$ cat src/rtl/host_irq_pkg.sv
package host_irq_pkg;
  localparam int STAT_W = 8;

  localparam int B_DONE_A = 0;
  localparam int B_DONE_B = 1;
  localparam int B_FRAME  = 4;
  localparam int B_ATTACH = 5;
  localparam int B_SHARED = 6;
  localparam int B_SPEED  = 7;

  typedef logic [STAT_W-1:0] stat_t;

  localparam stat_t EVT_MASK  = stat_t'((1 << B_DONE_A) | (1 << B_DONE_B) |
                                        (1 << B_FRAME)  | (1 << B_ATTACH));
  localparam stat_t LAT_MASK  = EVT_MASK | stat_t'(1 << B_SHARED);
  localparam stat_t RESV_MASK = stat_t'((1 << 2) | (1 << 3));

  // Sticky update: set has priority over clear.
  function automatic stat_t sticky_next(stat_t cur, stat_t set, stat_t clr);
    return set | (cur & ~clr);
  endfunction

  // Bits allowed to raise the interrupt in the current mode.
  function automatic stat_t irq_eligible(logic res_mode);
    return EVT_MASK | (res_mode ? stat_t'(1 << B_SHARED) : stat_t'(0));
  endfunction

  // Build the CPU-visible status view.
  function automatic stat_t status_view(stat_t lat, logic res_mode,
                                        logic present, logic fs);
    stat_t v;
    v = lat & EVT_MASK;
    v[B_SHARED] = res_mode ? lat[B_SHARED] : present;
    v[B_SPEED]  = fs;
    return v;
  endfunction
endpackage

$ cat src/rtl/hirq_edge_bank.sv
module hirq_edge_bank #(
  parameter int W = 8
) (
  input  logic         clk,
  input  logic         rst_n,
  input  logic [W-1:0] lvl_i,
  output logic [W-1:0] rise_o
);
  for (genvar i = 0; i < W; i++) begin : g_bit
    logic prev_q;
    always_ff @(posedge clk) begin
      if (!rst_n) prev_q <= 1'b0;
      else        prev_q <= lvl_i[i];
    end
    assign rise_o[i] = lvl_i[i] & ~prev_q;
  end
endmodule

$ cat src/rtl/hirq_latch_bank.sv
module hirq_latch_bank
  import host_irq_pkg::*;
#(
  parameter stat_t KEEP = LAT_MASK
) (
  input  logic  clk,
  input  logic  rst_n,
  input  stat_t set_i,
  input  stat_t clr_i,
  input  stat_t flush_i,
  output stat_t lat_o
);
  stat_t lat_q;
  always_ff @(posedge clk) begin
    if (!rst_n) lat_q <= '0;
    else        lat_q <= sticky_next(lat_q, set_i, clr_i) & ~flush_i & KEEP;
  end
  assign lat_o = lat_q;
endmodule

$ cat src/rtl/hirq_irq_gen.sv
module hirq_irq_gen
  import host_irq_pkg::*;
(
  input  logic  clk,
  input  logic  rst_n,
  input  logic  en_wr,
  input  stat_t en_wdata,
  input  stat_t lat_i,
  input  logic  res_mode,
  output stat_t en_o,
  output logic  irq_o
);
  stat_t en_q;
  always_ff @(posedge clk) begin
    if (!rst_n)     en_q <= '0;
    else if (en_wr) en_q <= en_wdata & ~RESV_MASK;
  end
  assign en_o  = en_q;
  assign irq_o = |(lat_i & en_q & irq_eligible(res_mode));
endmodule

$ cat src/rtl/host_irq_status.sv
module host_irq_status
  import host_irq_pkg::*;
(
  input  logic       clk,
  input  logic       rst_n,
  input  logic       evt_done_a,
  input  logic       evt_done_b,
  input  logic       evt_frame,
  input  logic       evt_attach,
  input  logic       evt_resume,
  input  logic       dev_present,
  input  logic       dev_full_speed,
  input  logic       resume_mode,
  input  logic       en_wr,
  input  logic [7:0] en_wdata,
  input  logic       st_wr,
  input  logic [7:0] st_wdata,
  output logic [7:0] en_rdata,
  output logic [7:0] st_rdata,
  output logic       irq
);
  stat_t evt_vec, rise_vec, set_vec, clr_vec, flush_vec, lat_vec;

  always_comb begin
    evt_vec = '0;
    evt_vec[B_DONE_A] = evt_done_a;
    evt_vec[B_DONE_B] = evt_done_b;
    evt_vec[B_FRAME]  = evt_frame;
    evt_vec[B_ATTACH] = evt_attach;
    evt_vec[B_SHARED] = evt_resume;
  end

  hirq_edge_bank #(.W(STAT_W)) edge_i (
    .clk(clk), .rst_n(rst_n), .lvl_i(evt_vec), .rise_o(rise_vec)
  );

  always_comb begin
    set_vec = rise_vec & irq_eligible(resume_mode);
    clr_vec = st_wr ? st_wdata : '0;
    flush_vec = '0;
    flush_vec[B_SHARED] = ~resume_mode;
  end

  hirq_latch_bank #(.KEEP(LAT_MASK)) lat_i (
    .clk(clk), .rst_n(rst_n), .set_i(set_vec), .clr_i(clr_vec),
    .flush_i(flush_vec), .lat_o(lat_vec)
  );

  hirq_irq_gen irq_i (
    .clk(clk), .rst_n(rst_n), .en_wr(en_wr), .en_wdata(en_wdata),
    .lat_i(lat_vec), .res_mode(resume_mode), .en_o(en_rdata), .irq_o(irq)
  );

  assign st_rdata = status_view(lat_vec, resume_mode, dev_present, dev_full_speed);
endmodule

$ cat config.mk
export PLATFORM = sky130hd
export DESIGN_NAME = host_irq_status
export DESIGN_NICKNAME = d
export VERILOG_FILES = /design/src/rtl/host_irq_pkg.sv /design/src/rtl/hirq_edge_bank.sv /design/src/rtl/hirq_latch_bank.sv /design/src/rtl/hirq_irq_gen.sv /design/src/rtl/host_irq_status.sv
export SDC_FILE = /design/constraint.sdc
export NUM_CORES = 1
export LEC_CHECK = 0
export ABC_CLOCK_PERIOD_IN_PS = 950
export BUFFER_PORTS_ARGS = -buffer_cell sky130_fd_sc_hd__buf_2
export CAP_MARGIN = 10
export CELL_PAD_IN_SITES_DETAIL_PLACEMENT = 1
export CELL_PAD_IN_SITES_GLOBAL_PLACEMENT = 1
export CORE_ASPECT_RATIO = 0.8
export CORE_UTILIZATION = 31
export DETAILED_ROUTE_END_ITERATION = 16
export MAX_ROUTING_LAYER = met4
export PLACE_DENSITY = 0.88
export SYNTH_ARGS = -nofsm -noshare
export SYNTH_HDL_FRONTEND = slang
export SYNTH_HIERARCHICAL = 1
export SYNTH_SLANG_ARGS = --single-unit
export TNS_END_PERCENT = 10
$ cat constraint.sdc
create_clock -name clk -period 0.95 [get_ports clk]
set_input_delay 0 -clock clk [delete_from_list [all_inputs] [get_ports clk]]
set_output_delay 0 -clock clk [all_outputs]
set_load 0.1 [all_outputs]
* Yosys cells after proc, flatten, opt, wreduce, memory -nomap -nowiden
Cells that the tools add are included.
Operators by class: muxes and demuxes 3, bitwise logic cells 19, reduce and logical (&&, ||, !) cells 1
Operators by type and width (number):
- 7-bit bitwise AND | 3
- 7-bit two-way mux | 2
- 7-bit NOT | 2
- 7-bit by 8-bit bitwise AND with 8-bit output | 1
- 8-bit bitwise AND | 1
- 8-bit OR reduction | 1
- 7-bit bitwise OR | 1
- 1-bit NOT | 6
- 1-bit bitwise AND | 5
- 1-bit two-way mux | 1
Word-level totals: register bits after elaboration 16, output and inout port bits 17, word-level logic and storage cells 30

* Logic depth before layout (Yosys ltp)
Gate-level depths: netlist (run 1).
depth in word-level cells 5, mapped depth 3, mapped depth without buffers 3

* Modules after synthesis
Netlist (run 1), hierarchy kept.
Modules (own cells, without submodules):
- hirq_irq_gen | instances 1, cells each 26, area each 272.8 sq um, sequential area each 120.1 sq um
- hirq_edge_bank | instances 1, cells each 24, area each 260.2 sq um, sequential area each 160.2 sq um
- hirq_latch_bank | instances 1, cells each 24, area each 226.5 sq um, sequential area each 100.1 sq um
- host_irq_status | instances 1, cells each 15, area each 102.6 sq um, sequential area each 0.0 sq um

* Least setup slack after synthesis (run 1)
Ideal clock, no wire load.
path type reg2out, from reg irq_i.en_q[4], in the netlist irq_i/en_o[4], to out irq, arrival 1.955 ns, required time 0.950 ns, path slack -1.005 ns, stages on the path, launching flop included 3, buffers on the path 0, path through dfxtp_1 a22oi_1 nand3_1
On the way: word-level cells in the longest chain between the ends 3
RTL lines:
- start, declared | line hirq_irq_gen.sv:13 | stat_t en_q;
- start signal, assigned | line hirq_irq_gen.sv:16 | else if (en_wr) en_q <= en_wdata & ~RESV_MASK;
- 7-bit by 8-bit bitwise AND with 8-bit output | line hirq_irq_gen.sv:19 | assign irq_o = |(lat_i & en_q & irq_eligible(res_mode));
- 8-bit bitwise AND | line hirq_irq_gen.sv:19
- 8-bit OR reduction | line hirq_irq_gen.sv:19
- end, declared | line host_irq_status.sv:20 | output logic irq
Every way passes these cells.

* Final worst setup path (run 1)
from reg lat_i.lat_q[6], in the netlist lat_i/lat_o[6], to out st_rdata[6]
On the way: word-level cells in the longest chain between the ends 1
RTL lines:
- start, declared | line hirq_latch_bank.sv:13 | stat_t lat_q;
- start signal, assigned | line hirq_latch_bank.sv:16 | else lat_q <= sticky_next(lat_q, set_i, clr_i) & ~flush_i & KEEP;
- 1-bit two-way mux | line host_irq_pkg.sv:33 | v[B_SHARED] = res_mode ? lat[B_SHARED] : present;
- end, declared | line host_irq_status.sv:19 | output logic [7:0] st_rdata,
Every way passes these cells.

==> results of run 1 <==
-- state kept, by name (all words and copies together) (netlist names) --
signal               count
irq_i/en_o               6
edge_i/g_bit.prev_q      5
lat_i/lat_o              5
-- power groups by stage --
stage / Sequential, W / Combinational [W] / Clock [W]
floorplan: 0.000906 / 0.000227 / 0
global placement: 0.000741 / 0.000565 / 0
detailed placement: 0.000744 / 0.000579 / 0
CTS: 0.000732 / 0.000626 / 0.000466
global route: 0.000737 / 0.000659 / 0.000496
finish: 0.000734 / 0.000632 / 0.000457
-- stage by stage --
stage,total power [W],util,hold slack (ps)
detailed placement,0.001323,0.5305,1.176
global placement,0.001306,0.5305,1.176
global route,0.001892,0.6190,0.1468
CTS,0.001824,0.6121,1.176
finish,0.001822,0.6190,0.04387
floorplan,0.001133,-,121.7
-- critical path: stages (launching register included) --
cell,delay (ps)
dfxtp_2,340
buf_6,110
mux2_4,270
buf_12,170
-- worst max-delay path by stage --
stage	from	endpoint	cells past startpoint
after floorplan	irq_i/en_o[4]	irq	2
after global placement	lat_i/lat_o[4]	irq	3
after detailed placement	lat_i/lat_o[4]	irq	3
after CTS	lat_i/lat_o[6]	st_rdata[6]	3
after global routing	lat_i/lat_o[6]	st_rdata[6]	3
final	lat_i/lat_o[6]	st_rdata[6]	3
-- routing by layer --
layer	up-vias	wire, µm	part of all wire
met5	-	0	0
met4	0	56	0.026
met3	6	131	0.061
met2	30	1168	0.54
met1	324	791	0.37
li1	335	-	-
-- what timing repair did --
action / 4_1_cts / 5_1_grt
setup endpoints to repair: 2 / 9
hold buffers: 10 / 0
pin swaps: 2 / 0
resized for setup: 9 / 4
setup buffers: 1 / 0
endpoints found under the hold margin: 10 / 0
-- layout make-up --
cell class / count / area (µm²)
Fill cell: 243 / 829.5
Timing Repair Buffer: 54 / 550.5
Multi-Input combinational cell: 51 / 372.9
Inverter: 6 / 22.52
Sequential cell: 16 / 334.1
Tap cell: 25 / 31.28
Clock buffer: 4 / 36.28
==> results.cfg, run 1 <==
[run_status]
status = finished, violations left
violations = setup timing

[sta]
fin_skew_ps = 4.958
setup_slack_ps = -240.7
fin_crit_sh = 1.253
setup_tns_ps = -498.4
final_max_slew_viol_count = 0
grt_setup_unrepaired = yes
clock.fmax_mhz = 839.8
final_hold_viol_count = 0
period_needed_ps = 1191
setup_viol_count_final = 3

[setup_path]
reg2reg_to = lat_i/lat_o[6]
worstPathMaxFanout = 2
cp.required_ps = 950
arrival_ps = 1190
worstRegToRegCells = 4
setup.worst_path.class = flip-flop to output pin
start_kind = flip-flop
worstSetupEndpointType = output pin
regToRegSetupSlack_ps = -60
r2r_start = lat_i/lat_o[6]

[clock_network]
h-tree-depth = 1
clockBufferDepth = 2
cts_inserted_buffers = 3
clkSinkCount = 16
clockRootBuffer = clkbuf_4
cts_tree = done
clock_latency_ps = 290
clk_pin_slew_worst_paths_ps = 100

[pwr]
p_per_area_nw_per_um2 = 1352
clkPwrFrac = 0.251
leakage_nw = 0.6773
netSwitchingFraction = 0.3438
pwr-share-comb = 0.347
peakVddDrop_mv = 0.8614
internal-power_w = 0.001196
p_switching_w = 0.0006265
power_frac_seq = 0.403

[layout]
drive_gt1_frac = 0.4885
final_area_um2 = 1348
mostFrequentLayoutCells = 21 x buf_2, 16 x nor2b_1, 12 x buf_12, 11 x dfxtp_2
fin_nets = 160
mostFrequentLayoutCell = buf_2
final_cell_count_no_fill = 156
num_antenna_cells = 0
area_growth_pct = 87.30

[drt]
avgRoutedWirePerCell_um = 13.76
drc = 0
routed-via-count = 695
via_per_inst = 4.455
wirelength_mm = 2.147
drt_pass1_iterations = 2
ant_nets = 0
drt-initial-drc-count = 6

[global_route]
groute.layer.met3.usage = 0.06590
antenna_found_initial = 0
grtUsageMet1 = 0.1773
grt_use_total = 0.1846
use_met2 = 0.3614
grt_max_degree = 17
grt_first_pass_wirelength_mm = 3.298
grt_busiest_layer = met2
grt_overflow_total = 0
first_global_vias = 777

[placed_design]
place_area_um2 = 1155
portBuffers = 33
dp_hpwl_mm = 1.559
gp_congestion = 0.6444
place_inst = 141
preCtsSetupSlack_ps = -44.03

[floorplanning]
core_area_um2 = 2177
ios = 45
rows = 15
dieHeight_um = 45.09
fp.dieW_um = 55.86
floorplan.initialDensity = 0.3305
die_area_um2 = 2519

[run]
maxCapViolations = 0

[yosys]
syn_inst = 73
syn_avg_cell_area_um2 = 9.855
synth.cell_area_um2 = 719.4
yosysWarnings = 6

[hold_path]
min-delay-path-class = input port to output pin
hp-start = dev_full_speed
holdPathEnd = st_rdata[7]
holdPathStages = 0
(Power assumes the default switching activity.)
==> run 2: changes to the inputs <==
Settings changed: CORE_UTILIZATION 31 to 28, PLACE_DENSITY 0.88 to 0.86, RECOVER_POWER set to 50, SYNTH_HIERARCHICAL 1 to unset.
==> run 2 against run 1 <==
Against the previous run:
- the run ends with DRC, setup timing left
- die area up 5.7%
- sequential power is 2% higher
- wire length fell by 18%
- non-clock buffer count decreased by 8
- synthesized area shrank 4.3%
- flip-flop and latch count unchanged
- highest routed layer unchanged
==> results.cfg, run 2 <==
[drt]
avgRoutedWirePerCell_um = 13.49
drt_pass1_iterations = 10
drt-initial-drc-count = 15
routed-via-count = 595
ant_nets = 0
via_per_inst = 4.542
drc = 4
wirelength_mm = 1.767

[placed_design]
portBuffers = 33
gp_congestion = 0.7477
preCtsSetupSlack_ps = 12.11

[layout]
largest_reg_flops = 6
mostFrequentLayoutCell = buf_2
fillerInstances = 244
num_antenna_cells = 0
mostFrequentLayoutCells = 19 x buf_2, 12 x buf_12, 11 x nor2b_1, 9 x dfxtp_1, 9 x dlygate4sd3_1
area_growth_pct = 69.82
drive_gt1_frac = 0.4623
fin_nets = 136

[pwr]
peakVddDrop_mv = 0.4966
power_w = 0.001778
leakage_nw = 0.5303
p_per_area_nw_per_um2 = 1522

[yosys]
ys_top_cells_by_count = 16 x dfxtp_1, 11 x nor2b_1, 9 x buf_4
yosysWarnings = 0
synth.cell_area_um2 = 688.2
ys.flop_type = dfxtp_1
synthArstFlopShare = 0
synth_area_leaders = dfxtp_1 47%, nor2b_1 10%, buf_4 9.8%, mux2i_1 8.7%, a21boi_0 5.5%
syn_inst = 65
synth_edf_count = 0
seq_area_frac_synth = 0.4655
yosysTopAreaCellShare = 0.4655
ys_seq_elements = 16
yosysTopAreaCell = dfxtp_1
synth_cell_types = 13
syn_avg_cell_area_um2 = 10.59
yosysMostFrequentCell = dfxtp_1

[floorplanning]
dieHeight_um = 46.34
die_area_um2 = 2661
core_area_um2 = 2233
floorplan.initialDensity = 0.3081
rows = 15
ios = 45
fp.dieW_um = 57.43

[sta]
fin_skew_ps = 0.1532
grt_setup_unrepaired = yes
final_hold_viol_count = 0
period_needed_ps = 1156
final_max_slew_viol_count = 0
fin_crit_sh = 1.217
setup_tns_ps = -315.1
setup_slack_ps = -206.2
setup_viol_count_final = 2
clock.fmax_mhz = 864.9

[global_route]
first_global_vias = 634
antenna_found_initial = 0
grt_first_pass_wirelength_mm = 2.787
grt_max_degree = 17
grt_use_total = 0.1528
grt_overflow_total = 0

[setup_path]
crit_end = irq
regToRegSetupSlack_ps = 90
cp.required_ps = 950
arrival_ps = 1160
reg2reg_to = lat_i.lat_o[1]
r2r_start = lat_i.lat_o[1]
startpoint = irq_i.en_o[4]
setup.worst_path.class = flip-flop to output pin
start_kind = flip-flop
worstPathMaxFanout = 3
worstSetupEndpointType = output pin
worstRegToRegCells = 3

[run_status]
violations = DRC, setup timing
status = finished, violations left

[run]
maxCapViolations = 0

[clock_network]
clockRootBuffer = clkbuf_4
clockBufferDepth = 2
cts_inserted_buffers = 3
h-tree-depth = 1
clkSinkCount = 16
cts_tree = done
clock_latency_ps = 280
clk_pin_slew_worst_paths_ps = 80

[hold_path]
min-delay-path-class = input port to output pin
[run 2: cell type report]
cell class                 instances  area [µm²]  share of cell area
clock buffer                       3       22.52             0.01927
tap                               25       31.28             0.02677
sequential                        16       329.1              0.2816
timing repair buffer              46       470.5              0.4026
multi-input combinational         41       315.3              0.2698
[run 2: worst max-delay path: stages, from the launching register on]
cell,delay [ps]
dfxtp_1,370
a22oi_2,220
nand3_4,110
buf_12,180
[run 2: cells by family after synthesis]
group / count (synthesis) / synth area share
AND/OR/NAND/NOR: 18 / 0.1600
flip-flops: 16 / 0.4655
AO/OA/AOI/OAI: 12 / 0.1345
buffers and inverters: 11 / 0.1309
multiplexers: 7 / 0.1036
other: 1 / 0.005449
[run 2: metal layers]
| layer | up-vias | wire length (µm) | part of all wire | GRT usage |
|---|---|---|---|---|
| li1 | 288 | - | - | - |
| met1 | 276 | 651 | 0.37 | 0.1400 |
| met2 | 27 | 951 | 0.54 | 0.3023 |
| met3 | 4 | 142 | 0.080 | 0.03933 |
| met4 | 0 | 21 | 0.012 | 0.07317 |
| met5 | - | 0 | 0 | - |
[run 2: what timing repair did]
item	in CTS	in global routing
endpoints found under the hold margin	9	0
hold buffers	9	0
resized for setup	7	2
buffers inserted	1	0
endpoints found under the setup margin	3	6
pin swaps	2	0
[run 2: worst min-delay path by stage]
stage,from,end,slack (ps),cells past startpoint
6_report,dev_full_speed,st_rdata[7],0.3,0
5_1_grt,dev_full_speed,st_rdata[7],0.8,0
4_1_cts,dev_full_speed,st_rdata[7],0.7,0
3_5_place_dp,dev_full_speed,st_rdata[7],0.7,0
3_3_place_gp,dev_full_speed,st_rdata[7],0.7,0
2_1_floorplan,evt_done_a,edge_i.g_bit[0].prev_q,120,1
[run 2: metrics by stage]
step,cell area (µm²),instances,hold WS [ps],util
2_1_floorplan,719.4,68,121.7,-
4_1_cts,1167,131,0.7389,0.5227
3_3_place_gp,1028,118,0.7389,0.4605
3_5_place_dp,1028,118,0.7389,0.4605
5_1_grt,1169,131,0.7913,0.5232
6_report,1169,131,0.2950,0.5232
[run 2: report_power, final]
part / leakage (nW) / internal [W] / switching, W
combinational: 0.381 / 0.000259 / 0.000421
sequential: 0.135 / 0.000716 / 0.0000367
clock: 0.0138 / 0.000147 / 0.000199
